--- src/rtl/flash_prot_pkg.sv ---
package flash_prot_pkg;

   typedef enum logic [1:0] {
      OP_PROG  = 2'b00,
      OP_SECT  = 2'b01,
      OP_BLOCK = 2'b10,
      OP_CHIP  = 2'b11
   } fp_op_e;

   typedef struct packed {
      logic grant;
      logic reject;
      logic wel_clr;
   } fp_resp_t;

endpackage

--- src/rtl/fp_op_span.sv ---
module fp_op_span
   import flash_prot_pkg::*;
#(
   parameter int ADDR_W = 22,
   parameter int SEC_W  = 12,
   parameter int BLK_W  = 16
) (
   input  fp_op_e          op,
   input  logic [ADDR_W-1:0] addr,
   output logic [ADDR_W:0] span_lo,
   output logic [ADDR_W:0] span_hi
);
   localparam logic [ADDR_W:0] ONE      = {{ADDR_W{1'b0}}, 1'b1};
   localparam logic [ADDR_W:0] SEC_LOW  = (ONE << SEC_W) - ONE;
   localparam logic [ADDR_W:0] BLK_LOW  = (ONE << BLK_W) - ONE;
   localparam logic [ADDR_W:0] ARR_LAST = (ONE << ADDR_W) - ONE;

   logic [ADDR_W:0] a_ext;
   assign a_ext = {1'b0, addr};

   always_comb begin
      unique case (op)
         OP_PROG: begin
            span_lo = a_ext;
            span_hi = a_ext;
         end
         OP_SECT: begin
            span_lo = a_ext & ~SEC_LOW;
            span_hi = (a_ext & ~SEC_LOW) | SEC_LOW;
         end
         OP_BLOCK: begin
            span_lo = a_ext & ~BLK_LOW;
            span_hi = (a_ext & ~BLK_LOW) | BLK_LOW;
         end
         default: begin
            span_lo = '0;
            span_hi = ARR_LAST;
         end
      endcase
   end

endmodule

--- config.mk ---
export PLATFORM = sky130hd
export DESIGN_NAME = fp_op_span
export DESIGN_NICKNAME = d
export VERILOG_FILES = /design/src/rtl/flash_prot_pkg.sv /design/src/rtl/fp_op_span.sv
export SDC_FILE = /design/constraint.sdc
export NUM_CORES = 1
export LEC_CHECK = 0
export ABC_AREA = 1
export BUFFER_PORTS_ARGS = -buffer_cell sky130_fd_sc_hd__buf_2
export CORE_ASPECT_RATIO = 0.8
export CORE_UTILIZATION = 30
export DETAILED_ROUTE_END_ITERATION = 7
export PLACE_DENSITY = 0.8
export SYNTH_ARGS = -nofsm -noshare
export SYNTH_HDL_FRONTEND = slang
export SYNTH_SLANG_ARGS = --single-unit
export TNS_END_PERCENT = 50
--- constraint.sdc ---
create_clock -name vclk -period 0.89
set_input_delay 0.0445 -clock vclk [all_inputs]
set_output_delay 0.0445 -clock vclk [all_outputs]
set_load 0.01 [all_outputs]
* Word level (Yosys, flattened, before mapping)
Cells that the tools add are included. Widths: inputs -> output; s select.
Word-level totals: flip-flop bits (word level) 0, latch bits 0, bits in writable memories 0, memory bits (read-only) 0, input port bits 24, output and inout bits 46, word-level logic and storage cells 5, memories kept 0
Operators by class: add/subtract/negate cells 0, multiply operators 0, div/mod/pow operators 0, order comparisons 0, equal/unequal tests 2, shift operators 0, muxes and demuxes 2, bitwise gates (word level) 0, reduce and logical (&&, ||, !) cells 1
Operators with widths (count):
- $pmux 22 s3 | 2
- $eq 2x1->1 const B | 1
- $eq 2x2->1 const B | 1
- $logic_not 2->1 | 1

* Depth between registers and ports, before layout
Gate-level depths: netlist of the first run.
depth after elaboration 2, gate-level depth with buffers 7, depth with buffers taken out 6

* Least setup slack after synthesis of the first run
Ideal clock, no wire load.
path kind input port to output port, start point input port op[0], end point output port span_hi[0], arrival 0.778 ns, required time 0.845 ns, path slack 0.067 ns, cell stages on the path 5, buffers on the path 1, cells stage by stage inv_1 -> ha_1 -> nor2_1 -> buf_4 -> nand2_1
Between the ends: cells in the longest elaborated chain, start to end 2, elaborated cells between the ends (all ways) 4, those cells by class eq/ne (2); mux (1); reduce/logical (1)
RTL lines:
- from (decl) | line fp_op_span.sv:8 | input fp_op_e op,
- $eq 2x2->1, or another cell as far along | line fp_op_span.sv:22 | unique case (op)
- $pmux 22 s3 * | line fp_op_span.sv:22
- to (decl) | line fp_op_span.sv:11 | output logic [ADDR_W:0] span_hi
Every way passes the cells marked *; elsewhere a longest branch is shown, timed or not.

* Worst setup path after layout of the first run
start point input port op[0], end point output port span_hi[8]
Same word-level chain as after synthesis.

==> impl_metrics.toml, run 1 <==
[status]
status = "complete, but fails checks"
violations = "setup timing"

[hold_path]
min_path_type = "primary input to primary output"

[floorplanning]
coreArea_sq_um = 1471
die_h_um = 38.49
dieArea_sq_um = 1832
rows = 12
design.portCount = 70
initial_core_util_pct = 33.93
die_w_um = 47.61

[place]
dp_hpwl_um = 1526
place_congestion = 0.6852
portBuffers = 68

[power]
p_leak_nw = 0.6624
vdd_drop_max_uv = 406.5
seqPwrFrac_pct = 0
p_int_uw = 295.5
p_clk_share_pct = 0
p_sw_uw = 347.1
switching_share_pct = 54.02
p_per_area_nw_per_um2 = 610.6
power_frac_comb_pct = 100.0

[sta]
finalCritPeriodShare_pct = 101.0
setup_slack_ns = -0.008855
timing.fmax_mhz = 1113
hold_viol = 0
holdWs_ns = 0.3860
finalCriticalPeriod_ns = 0.8989
rsz0062_at_grt = "yes"
drv_slew = 0
setup-violations-final = 5
setup-tns-final_ns = -0.02609

[yosys]
yosysWarnings = 0
seq_area_frac_synth_pct = 0
syn_area_sq_um = 499.2
synth_cell_type_count = 14
postSynthCellCount = 108
avgSynthCellArea_sq_um = 4.622

[grt]
met1_usage_pct = 23.84
overflow = 0
met3_usage_pct = 0.4717
grt.total_usage_pct = 20.42
grt-busiest-layer = "met2"
grt_pass1_wl_um = 2794
first_global_vias = 738
grt_antenna_before_repair = 0
grt_max_degree = 13
met2_usage_pct = 40.07

[drt]
drt_iter0_drc = 27
viasPerCell = 4.740
vias = 948
drc = 0
ant_nets = 0
wl_per_cell_um = 9.865
first_pass_iters = 5
wl_um = 1973

[finish]
nets = 209
drive_gt1_share_pct = 53.63
n_clock_buffer = 0
seq_cell_count = 0
n_antenna_cell = 0
nFillCells = 136
seq_area_sq_um = 0
syn2layout_area_growth_pct = 110.8

[setup_path]
critPathKind = "primary input to primary output"
cp_max_fo = 6
cp_slowest_stage_delay_ns = 0.20
worst_path_max_delay_cell = "ha_4"
critPathArrivalTime_ns = 0.85
cp_num_buf_inv = 4
crit_chain = "buf_12 > inv_8 > ha_4 > nor2_4 > buf_6 > nand2_1 > buf_2"
critPathTopFamily = "buffers and inverters"
crit_path_end_kind = "primary output"
start_kind = "primary input"
worstPathRequired_ns = 0.85

[clock_tree]
postCtsSetupBuffers = 0

[job]
cap_violations = 0
[per-stage QoR]
stage          util (%)  power [mW]  instances  setup slack (ns)  area (sq um)
6_report          71.51      0.6425        200         -0.008855          1052
5_1_grt           71.51      0.7020        200          -0.04706          1052
4_1_cts           67.77      0.6072        199         0.0001693         997.2
3_5_place_dp      58.67      0.5238        197           -0.1721         863.3
3_3_place_gp      58.67      0.5128        197           -0.1211         863.3
2_1_floorplan         -      0.2934        109           0.06713         503.0
[layout make-up]
class	instances	area, sq um	share of cell area (%)
Multi-Input combinational cell	89	496.7	47.21
Tap cell	21	26.28	2.497
Inverter	13	63.81	6.064
Timing Repair Buffer	76	457.9	43.52
Timing Repair inverter	1	7.507	0.7134
[what timing repair did]
item | in CTS | in global routing
setup endpoints to repair | 44 | 27
pin swaps | 4 | 3
gates cloned | 2 | 1
resized for setup | 33 | 13
hold buffers | 0 | 0
[cell usage in the layout, fill, tap and decap left out, types with 2 or more instances in the layout]
cell	count
nand3_2	2
o21ai_0	4
ha_4	4
buf_4	4
nor2_1	15
nand2_1	43
nand2_2	5
nand4_1	6
buf_6	6
buf_2	64
nand3_1	4
buf_12	2
conb_1	2
inv_1	9
[per-layer routing]
layer / wire length [um] / vias to the layer above
met2: 1036 / 35
met3: 100 / 2
met5: 0 / -
met1: 816 / 435
met4: 19 / 0
li1: - / 476
[power groups by stage]
stage	Combinational [mW]	Clock, mW	Sequential [mW]
global placement	0.513	0	0
global route	0.702	0	0
finish	0.643	0	0
CTS	0.607	0	0
floorplan	0.293	0	0
detailed placement	0.524	0	0
[tightest hold or removal path: cells and delay by family]
kind,cells,cell delay [ns]
buf+inv,2,0.18
simple gates,2,0.11
[synth_stat cells]
library cell	count	share of area [%]
conb_1	1	0.75
inv_1	12	9.0
nor2_1	17	13
ha_1	4	10
buf_6	1	2.3
o21ai_2	1	1.8
nand4_1	6	7.5
inv_2	1	0.75
nand3_1	6	6.0
nand2_1	48	36
a21oi_1	1	1.0
buf_2	2	2.0
buf_4	4	6.0
o21ai_0	4	4.0
[final timing paths]
kind	startpoint	endpoint	slack (ns)	depth (start not counted)
setup / recovery	op[0]	span_hi[8]	-0.009	7
hold / removal	addr[5]	span_hi[5]	0.39	4
[cells by family after synthesis]
logic type,synth area share (%)
buffers and inverters,20.05
adders and majority gates,10.03
other,0.7512
and+or+nand+nor,62.41
AOI/OAI and AO/OA,6.766
(Power assumes the default switching activity.)
==> run 2: changes to the inputs <==
Settings changed: CORE_UTILIZATION 30 to 27, PLACE_DENSITY 0.8 to 0.73.
==> run 2 against run 1 <==
  * Fmax shrank 2.1%
  * Setup slack lost 0.019 ns
  * Clock-buffer cell count is the same
  * Design area grew 5.9%
  * Cell count grew 1.0%
  * Sequential share of layout area is the same
  * Critical path depth is the same
  * The flow still finishes with violations (setup timing)
  * Combinational power grew 8.6%
  * Non-clock buffer count grew 2
  * Routed wire length grew 16%
  * Worst hold slack gained 0.0014 ns
  * First-iteration DRC count shrank 11%
==> impl_metrics.toml, run 2 (synthesis results as in run 1) <==
[status]
violations = "setup timing"
status = "complete, but fails checks"

[place]
dp_hpwl_um = 1631
placed_cell_area_sq_um = 887.1
portBuffers = 68
place_congestion = 0.6968

[grt]
grt.total_usage_pct = 19.37
grt_antenna_before_repair = 0
first_global_vias = 724
grt_max_degree = 13
overflow = 0
grt_pass1_wl_um = 3070

[drt]
wl_per_cell_um = 11.37
drc = 0
ant_nets = 0
first_pass_iters = 4
viasPerCell = 4.762
vias = 962
wl_um = 2297
drt_iter0_drc = 24

[setup_path]
critPathArrivalTime_ns = 0.87
critPathKind = "primary input to primary output"
crit_path_end_kind = "primary output"
cp_max_fo = 6
worstPathRequired_ns = 0.85
start_kind = "primary input"

[sta]
rsz0062_at_grt = "yes"
timing.fmax_mhz = 1089
finalCriticalPeriod_ns = 0.9179
hold_viol = 0
setup-tns-final_ns = -0.1537
drv_slew = 0
setup_slack_ns = -0.02786
finalCritPeriodShare_pct = 103.1
setup-violations-final = 10

[finish]
seq_cell_count = 0
drive_gt1_share_pct = 56.67
nets = 210
n_antenna_cell = 0
layout_common_cells = "buf_2 (60), nand2_1 (37), nor2_1 (16)"
finalInstanceArea_sq_um = 1115
syn2layout_area_growth_pct = 123.3
fin_util_pct = 66.54
layout_commonest_cell = "buf_2"
seq_area_sq_um = 0
n_clock_buffer = 0

[power]
p_leak_nw = 0.7072
p_per_area_nw_per_um2 = 625.8
vdd_drop_max_uv = 417.0
power.total_uw = 697.7

[job]
cap_violations = 0

[clock_tree]
postCtsSetupBuffers = 0
postCtsHoldBufs = 0

[floorplanning]
design.portCount = 70
rows = 13
initial_core_util_pct = 29.80
coreArea_sq_um = 1675
dieArea_sq_um = 2026
die_h_um = 40.46
die_w_um = 50.08

[hold_path]
min_path_type = "primary input to primary output"
==> run 2: cell types whose count changed in the layout (fill, tap and decap cells not counted), moves of 2 or more <==
cell and delta:
nand2_2 +3, buf_6 +3, nand2_4 +3, buf_4 +2, nand2_1 -6, buf_2 -4
==> run 2: worst max-delay path, stage by stage <==
cell,delay [ns]
buf_12,0.10
inv_8,0.04
ha_4,0.23
nor2_4,0.12
buf_6,0.16
nand2_1,0.05
buf_2,0.13
==> run 2: timing repair <==
action | in CTS | in global routing
gates resized for setup | 32 | 25
cloned | 1 | 0
endpoints found under the setup margin | 44 | 30
pin swaps | 2 | 1
==> run 2: power by group <==
part / internal (mW) / switching, mW / total [mW]
clock: 0 / 0 / 0
sequential: 0 / 0 / 0
combinational: 0.328 / 0.369 / 0.698
==> run 2: path summary, 6_finish.rpt <==
path,from,to,cells after the start
max,op[1],span_hi[11],7
min,addr[5],span_hi[5],4
==> run 2: final cells by class <==
cell class	instances	area [sq um]
Fill cell	141	560.5
Inverter	13	63.81
Multi-Input combinational cell	89	521.8
Tap cell	22	27.53
Timing Repair Buffer	78	501.7
==> run 2: per-layer routing <==
layer  routed length [um]  global-route usage, %  vias up
met5                    0                      0        -
met4                    0                 0.7143        0
met3                  110                      0        0
met2                 1337                  41.67       43
met1                  849                  23.08      444
li1                     -                      -      475
==> run 2: through the flow <==
step                      std cells  hold WS, ns  setup WS (ns)
after detailed placement        201       0.3920        -0.1810
after global routing            202       0.4140       -0.08125
after global placement          201       0.3840        -0.1394
after floorplan                 109       0.1924        0.06713
after CTS                       202       0.3916      -0.005471
final                           202       0.3873       -0.02786
==> run 3: changes to the inputs <==
Settings changed: ABC_AREA 1 to default, PLACE_DENSITY 0.73 to 0.76.
==> run 3 against run 2 <==
  * The flow still finishes with violations (setup timing)
  * Routed wire length shrank 10%
  * Core utilization is 10 points higher
  * Die area down 7.7%
  * Sequential share of layout area is the same
  * Sequential cell count is the same
  * Setup slack got worse by 0.18 ns
  * Global-route usage is 0.40 points lower
  * Design area is 2.0% higher
  * Via count decreased by 19%
  * Largest power group unchanged
==> impl_metrics.toml, run 3 <==
[finish]
drive_gt1_share_pct = 69.08
n_antenna_cell = 0
finalInstanceArea_sq_um = 1137
layout_commonest_cell = "buf_2"
n_clock_buffer = 0
multiInputGateArea_sq_um = 559.3
seq_cell_count = 0
nFillCells = 94
stdcell_count = 173
layout_common_cells = "buf_2 (59), nand2_1 (24), buf_6 (11)"
syn2layout_area_growth_pct = 147.7
seq_area_sq_um = 0
nets = 182
fin_util_pct = 76.52

[yosys]
synth_most_common_cell = "nand2_1"
postSynthCellCount = 81
syn_area_sq_um = 459.2
yosysTopAreaCell = "nand2_1"
synth_cell_type_count = 15
avgSynthCellArea_sq_um = 5.669
seq_area_frac_synth_pct = 0
ys_top_cells_by_count = "nand2_1 (24), and2_1 (12), nor3b_1 (10)"
synth_top_area_share_pct = 19.62
ys_top_cells_by_area = "nand2_1 (20%), and2_1 (16%), nor3b_1 (16%)"
yosysWarnings = 0

[hold_path]
hold_start = "addr[7]"
min_path_type = "primary input to primary output"

[place]
dp_hpwl_um = 1448
dp.cells = 171
portBuffers = 68
place_congestion = 0.6971
placed_cell_area_sq_um = 900.9

[job]
cap_violations = 0

[power]
p_leak_nw = 0.6262
p_per_area_nw_per_um2 = 583.0
p_sw_uw = 327.7
seqPwrFrac_pct = 0
p_int_uw = 335.4
p_clk_share_pct = 0
switching_share_pct = 49.42
power_frac_comb_pct = 100.0
vdd_drop_max_uv = 314.8

[floorplanning]
coreArea_sq_um = 1486
initial_core_util_pct = 30.89
die_w_um = 48.11
design.portCount = 70
dieArea_sq_um = 1871
die_h_um = 38.89
rows = 12

[grt]
grt_pass1_wl_um = 2546
first_global_vias = 585
grt_antenna_before_repair = 0
grt.total_usage_pct = 18.97
grt_max_degree = 21
overflow = 0

[drt]
m1WireLength_um = 834
wl_per_cell_um = 11.91
dr_wl_met3_um = 63
drc = 0
wl_met2_um = 1144
wl_um = 2060
vias = 778
first_pass_iters = 3
viasPerCell = 4.497
ant_nets = 0
drt_iter0_drc = 7
top_layer = "met4"

[sta]
finalCritPeriodShare_pct = 123.6
rsz0062_at_grt = "yes"
drv_slew = 0
hold_viol = 0
finalCriticalPeriod_ns = 1.100
setup-tns-final_ns = -4.290
setup_slack_ns = -0.2101
timing.fmax_mhz = 909.0
setup-violations-final = 43

[setup_path]
cp_max_fo = 6
critPathArrivalTime_ns = 1.06
worstPathRequired_ns = 0.85
start_kind = "primary input"
crit_path_end_kind = "primary output"
crit_start = "op[1]"
critPathKind = "primary input to primary output"

[status]
violations = "setup timing"
status = "complete, but fails checks"

[clock_tree]
postCtsHoldBufs = 0
run 3: layer usage:
| layer | GRT usage [%] | vias to the layer above |
|---|---|---|
| met1 | 21.35 | 351 |
| met2 | 37.50 | 27 |
| met4 | 4.861 | 0 |
| li1 | - | 398 |
| met5 | 0 | - |
| met3 | 0.9346 | 2 |
run 3: path summary, 6_finish.rpt:
path | to | slack, ns | cells after the start
max | span_hi[20] | -0.21 | 6
min | span_hi[7] | 0.39 | 4
run 3: metrics by stage:
| stage | hold WS, ns | power (mW) | setup slack, ns |
|---|---|---|---|
| detailed placement | 0.3812 | 0.5273 | -0.4100 |
| floorplan | 0.2083 | 0.2818 | -0.03334 |
| finish | 0.3851 | 0.6631 | -0.2101 |
| CTS | 0.3792 | 0.5954 | -0.2148 |
| global route | 0.4041 | 0.7170 | -0.2356 |
| global placement | 0.3791 | 0.5162 | -0.3722 |
run 3: power by group through the flow:
stage                     registers [mW]  logic [mW]  clock network, mW
after global routing                   0       0.717                  0
final                                  0       0.663                  0
after CTS                              0       0.595                  0
after detailed placement               0       0.527                  0
after global placement                 0       0.516                  0
after floorplan                        0       0.282                  0
run 3: cell type report:
cell class         instances  area share (%)
inverters                  2           2.420
multi-input cells         72           49.17
well taps                 21           2.310
repair buffers            78           46.09
run 3: critical path: stages:
cell and delay, ns:
buf_12 0.11, inv_12 0.03, ha_4 0.15, or3_4 0.42, a21o_1 0.17, buf_2 0.13
run 3: cells by family after synthesis:
family / count (synthesis) / synth area share (%)
AO/OA/AOI/OAI: 10 / 16.35
other: 1 / 0.8167
adder cells (fa/ha/maj): 4 / 10.90
buffers and inverters: 10 / 10.08
AND/OR/NAND/NOR: 56 / 61.85
run 3: timing repair:
item	4_1_cts	5_1_grt
pin swaps	19	12
resized for setup	25	27
gates cloned	1	0
endpoints found under the setup margin	44	44
buffers inserted	2	0
hold endpoints to repair	0	0
